===== config.mk =====
export PLATFORM = sky130hd
export DESIGN_NAME = pclk_gate_unit
export DESIGN_NICKNAME = d
export VERILOG_FILES = /design/src/rtl/pcg_pkg.sv /design/src/rtl/pcg_decode.sv /design/src/rtl/pcg_regs.sv /design/src/rtl/pcg_clken.sv /design/src/rtl/pcg_port.sv /design/src/rtl/pclk_gate_unit.sv
export SDC_FILE = /design/constraint.sdc
export NUM_CORES = 1
export LEC_CHECK = 0
export BUFFER_PORTS_ARGS = -buffer_cell sky130_fd_sc_hd__buf_2
export CAP_MARGIN = 10
export CORE_UTILIZATION = 48
export CTS_CLUSTER_SIZE = 10
export DETAILED_ROUTE_END_ITERATION = 8
export PLACE_DENSITY_LB_ADDON = 0.08
export SETUP_SLACK_MARGIN = 0.15
export SKIP_CTS_REPAIR_TIMING = 1
export SLEW_MARGIN = 20
export SYNTH_ARGS = -nofsm -noshare
export SYNTH_HDL_FRONTEND = slang
export SYNTH_SLANG_ARGS = --single-unit

===== constraint.sdc =====
create_clock -name clk -period 2.7 [get_ports clk]
set_input_delay 0.675 -clock clk [delete_from_list [all_inputs] [get_ports clk]]
set_output_delay 0.675 -clock clk [all_outputs]
set_load 0.01 [all_outputs]

===== src/rtl/pcg_pkg.sv =====
package pcg_pkg;
  typedef enum logic [1:0] {
    SRC_ZERO   = 2'd0,
    SRC_GATE   = 2'd1,
    SRC_STAT   = 2'd2,
    SRC_PERIPH = 2'd3
  } rd_src_e;

  localparam int OFF_GATE = 0;
  localparam int OFF_STAT = 1;
endpackage


===== src/rtl/pcg_decode.sv =====
module pcg_decode
  import pcg_pkg::*;
#(
  parameter int N_PERIPH = 8,
  parameter int LOCAL_W  = 2,
  parameter int IDX_W    = 3,
  parameter int ADDR_W   = 6
) (
  input  logic [ADDR_W-1:0]  addr,
  input  logic               wr,
  input  logic               rd,
  input  logic [N_PERIPH-1:0] gate,
  output logic               wr_gate,
  output logic               wr_stat,
  output logic [N_PERIPH-1:0] acc_wr,
  output logic [N_PERIPH-1:0] acc_rd,
  output logic [N_PERIPH-1:0] blocked,
  output rd_src_e            rd_src,
  output logic [IDX_W-1:0]   rd_idx,
  output logic [LOCAL_W-1:0] off
);
  localparam int CTRL_W = ADDR_W - 1;

  logic               is_periph;
  logic [CTRL_W-1:0]  ctrl_off;
  logic [IDX_W-1:0]   idx;
  logic [N_PERIPH-1:0] hit;

  assign is_periph = addr[ADDR_W-1];
  assign ctrl_off  = addr[CTRL_W-1:0];
  assign idx       = addr[LOCAL_W +: IDX_W];
  assign off       = addr[LOCAL_W-1:0];
  assign rd_idx    = idx;

  generate
    for (genvar gi = 0; gi < N_PERIPH; gi++) begin : g_hit
      assign hit[gi]     = is_periph && (idx == IDX_W'(gi));
      assign acc_wr[gi]  = hit[gi] & wr & ~gate[gi];
      assign acc_rd[gi]  = hit[gi] & rd & ~gate[gi];
      assign blocked[gi] = hit[gi] & (wr | rd) & gate[gi];
    end
  endgenerate

  assign wr_gate = wr & ~is_periph & (ctrl_off == CTRL_W'(OFF_GATE));
  assign wr_stat = wr & ~is_periph & (ctrl_off == CTRL_W'(OFF_STAT));

  always_comb begin
    rd_src = SRC_ZERO;
    if (rd) begin
      if (!is_periph) begin
        if (ctrl_off == CTRL_W'(OFF_GATE))      rd_src = SRC_GATE;
        else if (ctrl_off == CTRL_W'(OFF_STAT)) rd_src = SRC_STAT;
      end else if (|(hit & ~gate)) begin
        rd_src = SRC_PERIPH;
      end
    end
  end
endmodule


===== src/rtl/pcg_regs.sv =====
module pcg_regs #(
  parameter int N_PERIPH = 8
) (
  input  logic               clk,
  input  logic               rst,
  input  logic               wr_gate,
  input  logic               wr_stat,
  input  logic [N_PERIPH-1:0] wdata,
  input  logic [N_PERIPH-1:0] blocked,
  output logic [N_PERIPH-1:0] gate_q,
  output logic [N_PERIPH-1:0] stat_q
);
  logic [N_PERIPH-1:0] clr_mask;

  assign clr_mask = wr_stat ? wdata : '0;

  always_ff @(posedge clk) begin
    if (rst) begin
      gate_q <= '0;
      stat_q <= '0;
    end else begin
      if (wr_gate) gate_q <= wdata;
      // a new blocked access wins over a clear in the same cycle
      stat_q <= (stat_q & ~clr_mask) | blocked;
    end
  end
endmodule


===== src/rtl/pcg_clken.sv =====
module pcg_clken #(
  parameter int N_PERIPH = 8
) (
  input  logic               clk,
  input  logic               rst,
  input  logic [N_PERIPH-1:0] gate,
  input  logic               deep_sleep,
  output logic [N_PERIPH-1:0] clk_en
);
  generate
    for (genvar gi = 0; gi < N_PERIPH; gi++) begin : g_en
      always_ff @(posedge clk) begin
        if (rst) clk_en[gi] <= 1'b1;
        else     clk_en[gi] <= ~gate[gi] & ~deep_sleep;
      end
    end
  endgenerate
endmodule


===== src/rtl/pcg_port.sv =====
module pcg_port
  import pcg_pkg::*;
#(
  parameter int N_PERIPH = 8,
  parameter int DATA_W   = 8,
  parameter int LOCAL_W  = 2,
  parameter int IDX_W    = 3
) (
  input  logic                       clk,
  input  logic                       rst,
  input  logic [N_PERIPH-1:0]        acc_wr,
  input  logic [N_PERIPH-1:0]        acc_rd,
  input  logic                       rd,
  input  rd_src_e                    rd_src,
  input  logic [IDX_W-1:0]           rd_idx,
  input  logic [LOCAL_W-1:0]         off,
  input  logic [DATA_W-1:0]          wdata,
  input  logic [N_PERIPH-1:0]        gate,
  input  logic [N_PERIPH-1:0]        stat,
  input  logic [N_PERIPH*DATA_W-1:0] prdata,
  output logic [N_PERIPH-1:0]        pwr,
  output logic [N_PERIPH-1:0]        prd,
  output logic [LOCAL_W-1:0]         poff,
  output logic [DATA_W-1:0]          pwdata,
  output logic [DATA_W-1:0]          rdata
);
  logic                rd_pend_q;
  rd_src_e             src_q;
  logic [IDX_W-1:0]    idx_q;
  logic [N_PERIPH-1:0] ctrl_q;

  always_ff @(posedge clk) begin
    if (rst) begin
      pwr       <= '0;
      prd       <= '0;
      poff      <= '0;
      pwdata    <= '0;
      rd_pend_q <= 1'b0;
      src_q     <= SRC_ZERO;
      idx_q     <= '0;
      ctrl_q    <= '0;
      rdata     <= '0;
    end else begin
      pwr <= acc_wr;
      prd <= acc_rd;
      if (|acc_wr || |acc_rd) poff <= off;
      if (|acc_wr) pwdata <= wdata;
      rd_pend_q <= rd;
      src_q     <= rd_src;
      idx_q     <= rd_idx;
      ctrl_q    <= (rd_src == SRC_STAT) ? stat : gate;
      if (rd_pend_q) begin
        case (src_q)
          SRC_PERIPH:        rdata <= prdata[int'(idx_q)*DATA_W +: DATA_W];
          SRC_GATE, SRC_STAT: rdata <= DATA_W'(ctrl_q);
          default:           rdata <= '0;
        endcase
      end
    end
  end
endmodule


===== src/rtl/pclk_gate_unit.sv =====
module pclk_gate_unit
  import pcg_pkg::*;
#(
  parameter int N_PERIPH = 8,
  parameter int DATA_W   = 8,
  parameter int LOCAL_W  = 2,
  parameter int IDX_W    = (N_PERIPH > 1) ? $clog2(N_PERIPH) : 1,
  parameter int ADDR_W   = 1 + IDX_W + LOCAL_W
) (
  input  logic                       clk,
  input  logic                       rst,
  input  logic [ADDR_W-1:0]          bus_addr,
  input  logic                       bus_wr,
  input  logic                       bus_rd,
  input  logic [DATA_W-1:0]          bus_wdata,
  output logic [DATA_W-1:0]          bus_rdata,
  input  logic                       deep_sleep,
  output logic [N_PERIPH-1:0]        clk_en,
  output logic [N_PERIPH-1:0]        periph_wr,
  output logic [N_PERIPH-1:0]        periph_rd,
  output logic [LOCAL_W-1:0]         periph_off,
  output logic [DATA_W-1:0]          periph_wdata,
  input  logic [N_PERIPH*DATA_W-1:0] periph_rdata,
  input  logic [N_PERIPH-1:0]        periph_req,
  output logic [N_PERIPH-1:0]        arb_req
);
  logic                wr_gate;
  logic                wr_stat;
  logic [N_PERIPH-1:0] acc_wr;
  logic [N_PERIPH-1:0] acc_rd;
  logic [N_PERIPH-1:0] blocked;
  rd_src_e             rd_src;
  logic [IDX_W-1:0]    rd_idx;
  logic [LOCAL_W-1:0]  off;
  logic [N_PERIPH-1:0] gate_q;
  logic [N_PERIPH-1:0] stat_q;

  pcg_decode #(
    .N_PERIPH(N_PERIPH), .LOCAL_W(LOCAL_W), .IDX_W(IDX_W), .ADDR_W(ADDR_W)
  ) u_decode (
    .addr(bus_addr), .wr(bus_wr), .rd(bus_rd), .gate(gate_q),
    .wr_gate(wr_gate), .wr_stat(wr_stat), .acc_wr(acc_wr), .acc_rd(acc_rd),
    .blocked(blocked), .rd_src(rd_src), .rd_idx(rd_idx), .off(off)
  );

  pcg_regs #(.N_PERIPH(N_PERIPH)) u_regs (
    .clk(clk), .rst(rst), .wr_gate(wr_gate), .wr_stat(wr_stat),
    .wdata(bus_wdata[N_PERIPH-1:0]), .blocked(blocked),
    .gate_q(gate_q), .stat_q(stat_q)
  );

  pcg_clken #(.N_PERIPH(N_PERIPH)) u_clken (
    .clk(clk), .rst(rst), .gate(gate_q), .deep_sleep(deep_sleep), .clk_en(clk_en)
  );

  pcg_port #(
    .N_PERIPH(N_PERIPH), .DATA_W(DATA_W), .LOCAL_W(LOCAL_W), .IDX_W(IDX_W)
  ) u_port (
    .clk(clk), .rst(rst), .acc_wr(acc_wr), .acc_rd(acc_rd), .rd(bus_rd),
    .rd_src(rd_src), .rd_idx(rd_idx), .off(off), .wdata(bus_wdata),
    .gate(gate_q), .stat(stat_q), .prdata(periph_rdata),
    .pwr(periph_wr), .prd(periph_rd), .poff(periph_off),
    .pwdata(periph_wdata), .rdata(bus_rdata)
  );

  // request lines stay asserted through gating so claimed resources are kept
  always_ff @(posedge clk) begin
    if (rst) arb_req <= '0;
    else     arb_req <= periph_req;
  end
endmodule


# Yosys cells after proc, flatten, opt, wreduce, memory -nomap -nowiden
# Cells that the tools add are included.
classes:
  order_cmp: 0
  reduce_logical: 15
  muxes: 8
  div: 0
  n_bitwise: 75
  eq_ne: 12
  addsub: 0
  shifts: 1
  multipliers: 0
ops:
  columns: ["operator", "n"]
  rows:
  - ["$shiftx 64x7->8", 1]
  - ["$and 1x1->1", 59]
  - ["$reduce_or 8->1", 3]
  - ["$and 8x8->8", 2]
  - ["$mux 8", 2]
  - ["$not 8->8", 2]
  - ["$pmux 8 s2", 1]
  - ["$eq 3x3->1 const B", 4]
  - ["$mux 2", 5]
  - ["$not 1->1", 10]
  - ["$logic_and 1x1->1", 8]
  - ["$or 8x8->8", 1]
  - ["$eq 2x2->1 const B", 3]
  - ["$eq 3x2->1 const B", 2]
  - ["$eq 5x1->1 const B", 1]
  - ["$logic_not 5->1", 1]
  - ["$eq 3x1->1 const B", 1]
  - ["$logic_not 3->1", 1]
  - ["$eq 2x1->1 const B", 1]
  - ["$reduce_or 2->1", 1]
  - ["$logic_or 1x1->1", 1]
  - ["$or 1x1->1", 1]
totals:
  ramBits: 0
  reg_bits: 80
  n_memories: 0
  latch_bits: 0
  elab_cells: 131
  out_inout_bits: 50
  mem_bits_ro: 0
  in_bits: 91

# Longest topological paths before layout
logic_depth:
  ltp_word: 9
  ltp_mapped: 6

# Hierarchy
# A second synthesis with hierarchy kept.
unflattened:
  cells_unflattened: 350
  hier_area_um2: 3622.2
modules_own_cells:
  columns: ["module", "instances", "cells_per_inst", "seq_area_each_um2", "area_per_inst_um2"]
  rows:
  - ["pcg_port", 1, 190, 960.9, 2148.3]
  - ["pcg_regs", 1, 60, 320.3, 608.1]
  - ["pcg_decode", 1, 67, 0.0, 424.2]
  - ["pcg_clken", 1, 17, 160.2, 231.5]
  - ["pclk_gate_unit", 1, 16, 160.2, 210.2]

# Worst setup path before layout
# Ideal clock, no wire load.
synth_path:
  path_kind: "input to register"
  from: "in bus_addr[5]"
  to: "reg u_regs.gate_q[0]"
  cell_stages: 6
  arrival_ns: 1.988
  setup_time_ns: 0.128
  n_path_buf: 2
  path_slack_ns: 0.584
  path_cell_list: "buf_6 -> or4_4 -> nor4b_2 -> buf_6 -> mux2i_1 -> nor2_1"
synth_between:
  elab_chain_len: 3
synth_rtl:
  columns: ["element", "line", "source"]
  rows:
  - ["from (decl)", "pclk_gate_unit.sv:12", "input logic [ADDR_W-1:0] bus_addr,"]
  - ["$not 1->1", "pcg_decode.sv:44", "assign wr_gate = wr & ~is_periph & (ctrl_off == CTRL_W'(OFF_GATE));"]
  - ["$and 1x1->1 (2 in a row)", "pcg_decode.sv:44", null]
  - ["to (signal assigned)", "pcg_regs.sv:22", "if (wr_gate) gate_q <= wdata;"]
  - ["to (decl)", "pcg_regs.sv:10", "output logic [N_PERIPH-1:0] gate_q,"]
# Every way passes these cells.
# A chain may end at the register's enable or synchronous reset.

# Worst setup path after layout
layout_path:
  from: "in bus_addr[2]"
  to: "reg u_regs.gate_q[0]"
layout_between:
  elab_chain_len: 2
layout_rtl:
  columns: ["element", "line"]
  rows:
  - ["$logic_not 5->1", "pcg_decode.sv:44"]
  - ["$and 1x1->1", "pcg_decode.sv:44"]
# Every way passes these cells.

==> flow_metrics.py <==
metrics = {
    "cells_and_area": {
        "final_nets": 546,
        "utilization": 0.644,
        "num_antenna_cells": 0,
        "syn_to_final_growth_pct": 28.3,
        "fillers": 609,
        "mostFrequentLayoutCells": "140 x buf_2, 80 x dfxtp_1, 37 x mux2i_1",
        "final_common_cell": "buf_2",
        "drive_gt1_frac": 0.389,
    },
    "drt": {
        "via_per_inst": 5.25,
        "routed.top_layer": "met4",
        "drc": 0,
        "drt_iter0_drc": 154,
        "firstDrtPassIters": 4,
        "wl_met1_um": 3390,
        "dr_wl_met2_um": 3730,
        "met3_length_um": 714,
        "drt-total-wl_um": 7930,
        "vias": 2903,
        "ant_nets": 0,
        "wl_per_cell_um": 14.3,
    },
    "grt": {
        "grtUsageTotal": 0.220,
        "grt_pass1_wl_um": 12400,
        "grt-ovfl-total": 0,
        "antenna_found_initial": 0,
        "grt_pass1_vias": 2598,
        "grt_max_degree": 47,
    },
    "clock_tree": {
        "clock_path_buffers": 2,
        "cts_tree": "done",
        "cts_sinks": 80,
        "htree_levels": 3,
        "cts_buffers": 9,
        "insertion_delay_ns": 0.35,
        "cts_root_buffer": "clkbuf_8",
        "clkTransAtPathRegs_ns": 0.08,
    },
    "run_status": {
        "status": "finished clean",
    },
    "critical_path": {
        "cp_num_buf_inv": 2,
        "path_delay_family": "simple AND/OR/NAND/NOR gates",
        "critPathSlowestCell": "or4_4",
        "endpoint_kind": "flip-flop",
        "startpoint_type": "input port",
        "r2r_slack_ns": 0.80,
        "timing.rr.end": "u_port.rdata[5]",
        "regToRegStartpoint": "u_port.idx_q[0]",
        "arrival_ns": 2.14,
        "cp.required_ns": 2.94,
        "path_class": "in -> reg",
        "cp_cell_sequence": "buf_2 -> or4_4 -> nor4b_2 -> buf_4 -> mux2i_1 -> nor2_1",
        "slowest_delay_ns": 0.51,
        "cp_max_fo": 15,
        "worstRegToRegCells": 4,
    },
    "timing": {
        "slew_headroom": 0.541,
        "fin_skew_ns": 0.00811,
        "tightest_slew_ns": 0.688,
        "hold_viol": 0,
        "rsz0062_at_grt": "no",
        "finalCritPeriodShare": 0.704,
        "setup_viol_count_final": 0,
        "min_period_ns": 1.90,
        "final.setup.tns_ns": 0,
        "maxClockFrequency_mhz": 526,
        "drv_slew": 0,
    },
    "logic_synthesis": {
        "syn_avg_cell_area_um2": 10.7,
        "synth-edff-count": 0,
        "async_flop_share": 0,
        "netlist_instances": 321,
        "syn_nets": 414,
        "synth_area_um2": 3450,
        "yosysUniqueCellTypes": 36,
        "ys_seq_area_frac": 0.465,
        "yosysWarnings": 0,
        "ys_ff_latch": 80,
        "yosys_most_used_dff": "dfxtp_1",
    },
    "placement": {
        "hpwl_um": 6050,
        "place.port_buffers": 140,
        "place_congestion": 0.817,
    },
    "power_and_ir_drop": {
        "powerDensity_nw_per_um2": 554,
        "vdd_ir_drop_max_mv": 0.278,
        "p_leak_nw": 1.99,
    },
    "hold_path": {
        "min_to": "u_port.pwdata[2]",
        "hold_start": "u_port.pwdata[2]",
        "hold_class": "reg -> reg",
        "hold_depth": 2,
    },
    "run": {
        "maxCapViolCount": 0,
    },
    "floorplanning": {
        "io-pin-count": 141,
        "die-area_um2": 7520,
        "fp.coreArea_um2": 6870,
        "rows": 30,
        "die_w_um": 86.7,
        "die_h_um": 86.7,
        "start_util": 0.502,
    },
}
[worst max path at each step]
stage,slack [ns],cells past startpoint,start,to
after floorplan,0.58,6,bus_addr[5],u_regs.gate_q[0]
after global placement,0.48,6,bus_addr[5],u_regs.gate_q[4]
after detailed placement,0.45,6,bus_addr[2],u_regs.gate_q[7]
after CTS,0.76,4,u_port.idx_q[0],u_port.rdata[5]
after global routing,0.61,4,u_port.idx_q[0],u_port.rdata[1]
final,0.80,6,bus_addr[2],u_regs.gate_q[0]
[area by class of cell]
| cell class | instances | area (um^2) | area share |
|---|---|---|---|
| Multi-Input combinational cell | 216 | 1730 | 0.391 |
| Sequential cell | 80 | 1600 | 0.362 |
| Timing Repair Buffer | 144 | 743 | 0.168 |
| Clock buffer | 10 | 138 | 0.0311 |
| Tap cell | 96 | 120 | 0.0272 |
| Clock inverter | 5 | 81.3 | 0.0184 |
| Inverter | 2 | 7.51 | 0.00170 |
[cell usage after synthesis (6+ instances only)]
cell      number  share of area
nand2b_1      30          0.054
mux4_2        16           0.10
a21oi_1        9          0.013
nand2_1        6         0.0065
nor2b_1       27          0.049
o21bai_1       8          0.017
o22ai_1        8          0.015
dfxtp_1       80           0.46
clkbuf_1      14          0.015
nor2_1        20          0.022
a31o_1         6          0.015
a31oi_1        8          0.015
mux2i_1       37           0.11
nor3_1        19          0.028
[power breakdown]
part / internal [mW] / switching [mW] / leakage [nW]
registers: 1.21 / 0.0228 / 0.652
logic: 0.147 / 0.121 / 1.23
clock network: 0.540 / 0.410 / 0.108
[tightest hold or removal path: cells and delay by family (launching register included)]
family / cells / cell delay (ns)
AND/OR/NAND/NOR: 1 / 0.06
multiplexers: 1 / 0.05
flip-flops: 1 / 0.31
[cells by family (layout without fill, tap and decap cells)]
| kind of cell | count (synthesis) | count (layout) | share of synthesized area |
|---|---|---|---|
| compound gates | 48 | 48 | 0.0980 |
| fa+ha+maj | 2 | 2 | 0.00726 |
| buf+inv | 25 | 161 | 0.0334 |
| flops | 80 | 80 | 0.465 |
| mux | 54 | 54 | 0.215 |
| simple gates | 112 | 112 | 0.181 |
[state kept, by name, indices dropped and copies added, names as in the netlist, 3 cells and up]
signal	count
u_regs.gate_q	8
u_port.idx_q	3
u_port.pwdata	8
u_port.pwr	8
u_regs.stat_q	8
arb_req	8
u_port.rdata	8
u_clken.clk_en	8
u_port.prd	8
u_port.ctrl_q	8
[routing by layer]
layer | global-route usage | up-vias
met4 | 0.0621 | 0
met5 | 0 | -
met3 | 0.0724 | 9
li1 | - | 1409
met1 | 0.295 | 1357
met2 | 0.340 | 128
[per-stage QoR]
stage | worst slack, ns | power (mW) | hold WS [ns] | cells | instance area, um^2
2_1_floorplan | 0.584 | 1.41 | 0.462 | 321 | 3450
3_3_place_gp | 0.481 | 1.52 | 0.456 | 538 | 4200
3_5_place_dp | 0.452 | 1.53 | 0.462 | 538 | 4200
4_1_cts | 0.762 | 2.47 | 0.475 | 553 | 4420
5_1_grt | 0.612 | 2.55 | 0.498 | 553 | 4420
6_report | 0.799 | 2.45 | 0.471 | 553 | 4420
(Power assumes the default switching activity.)
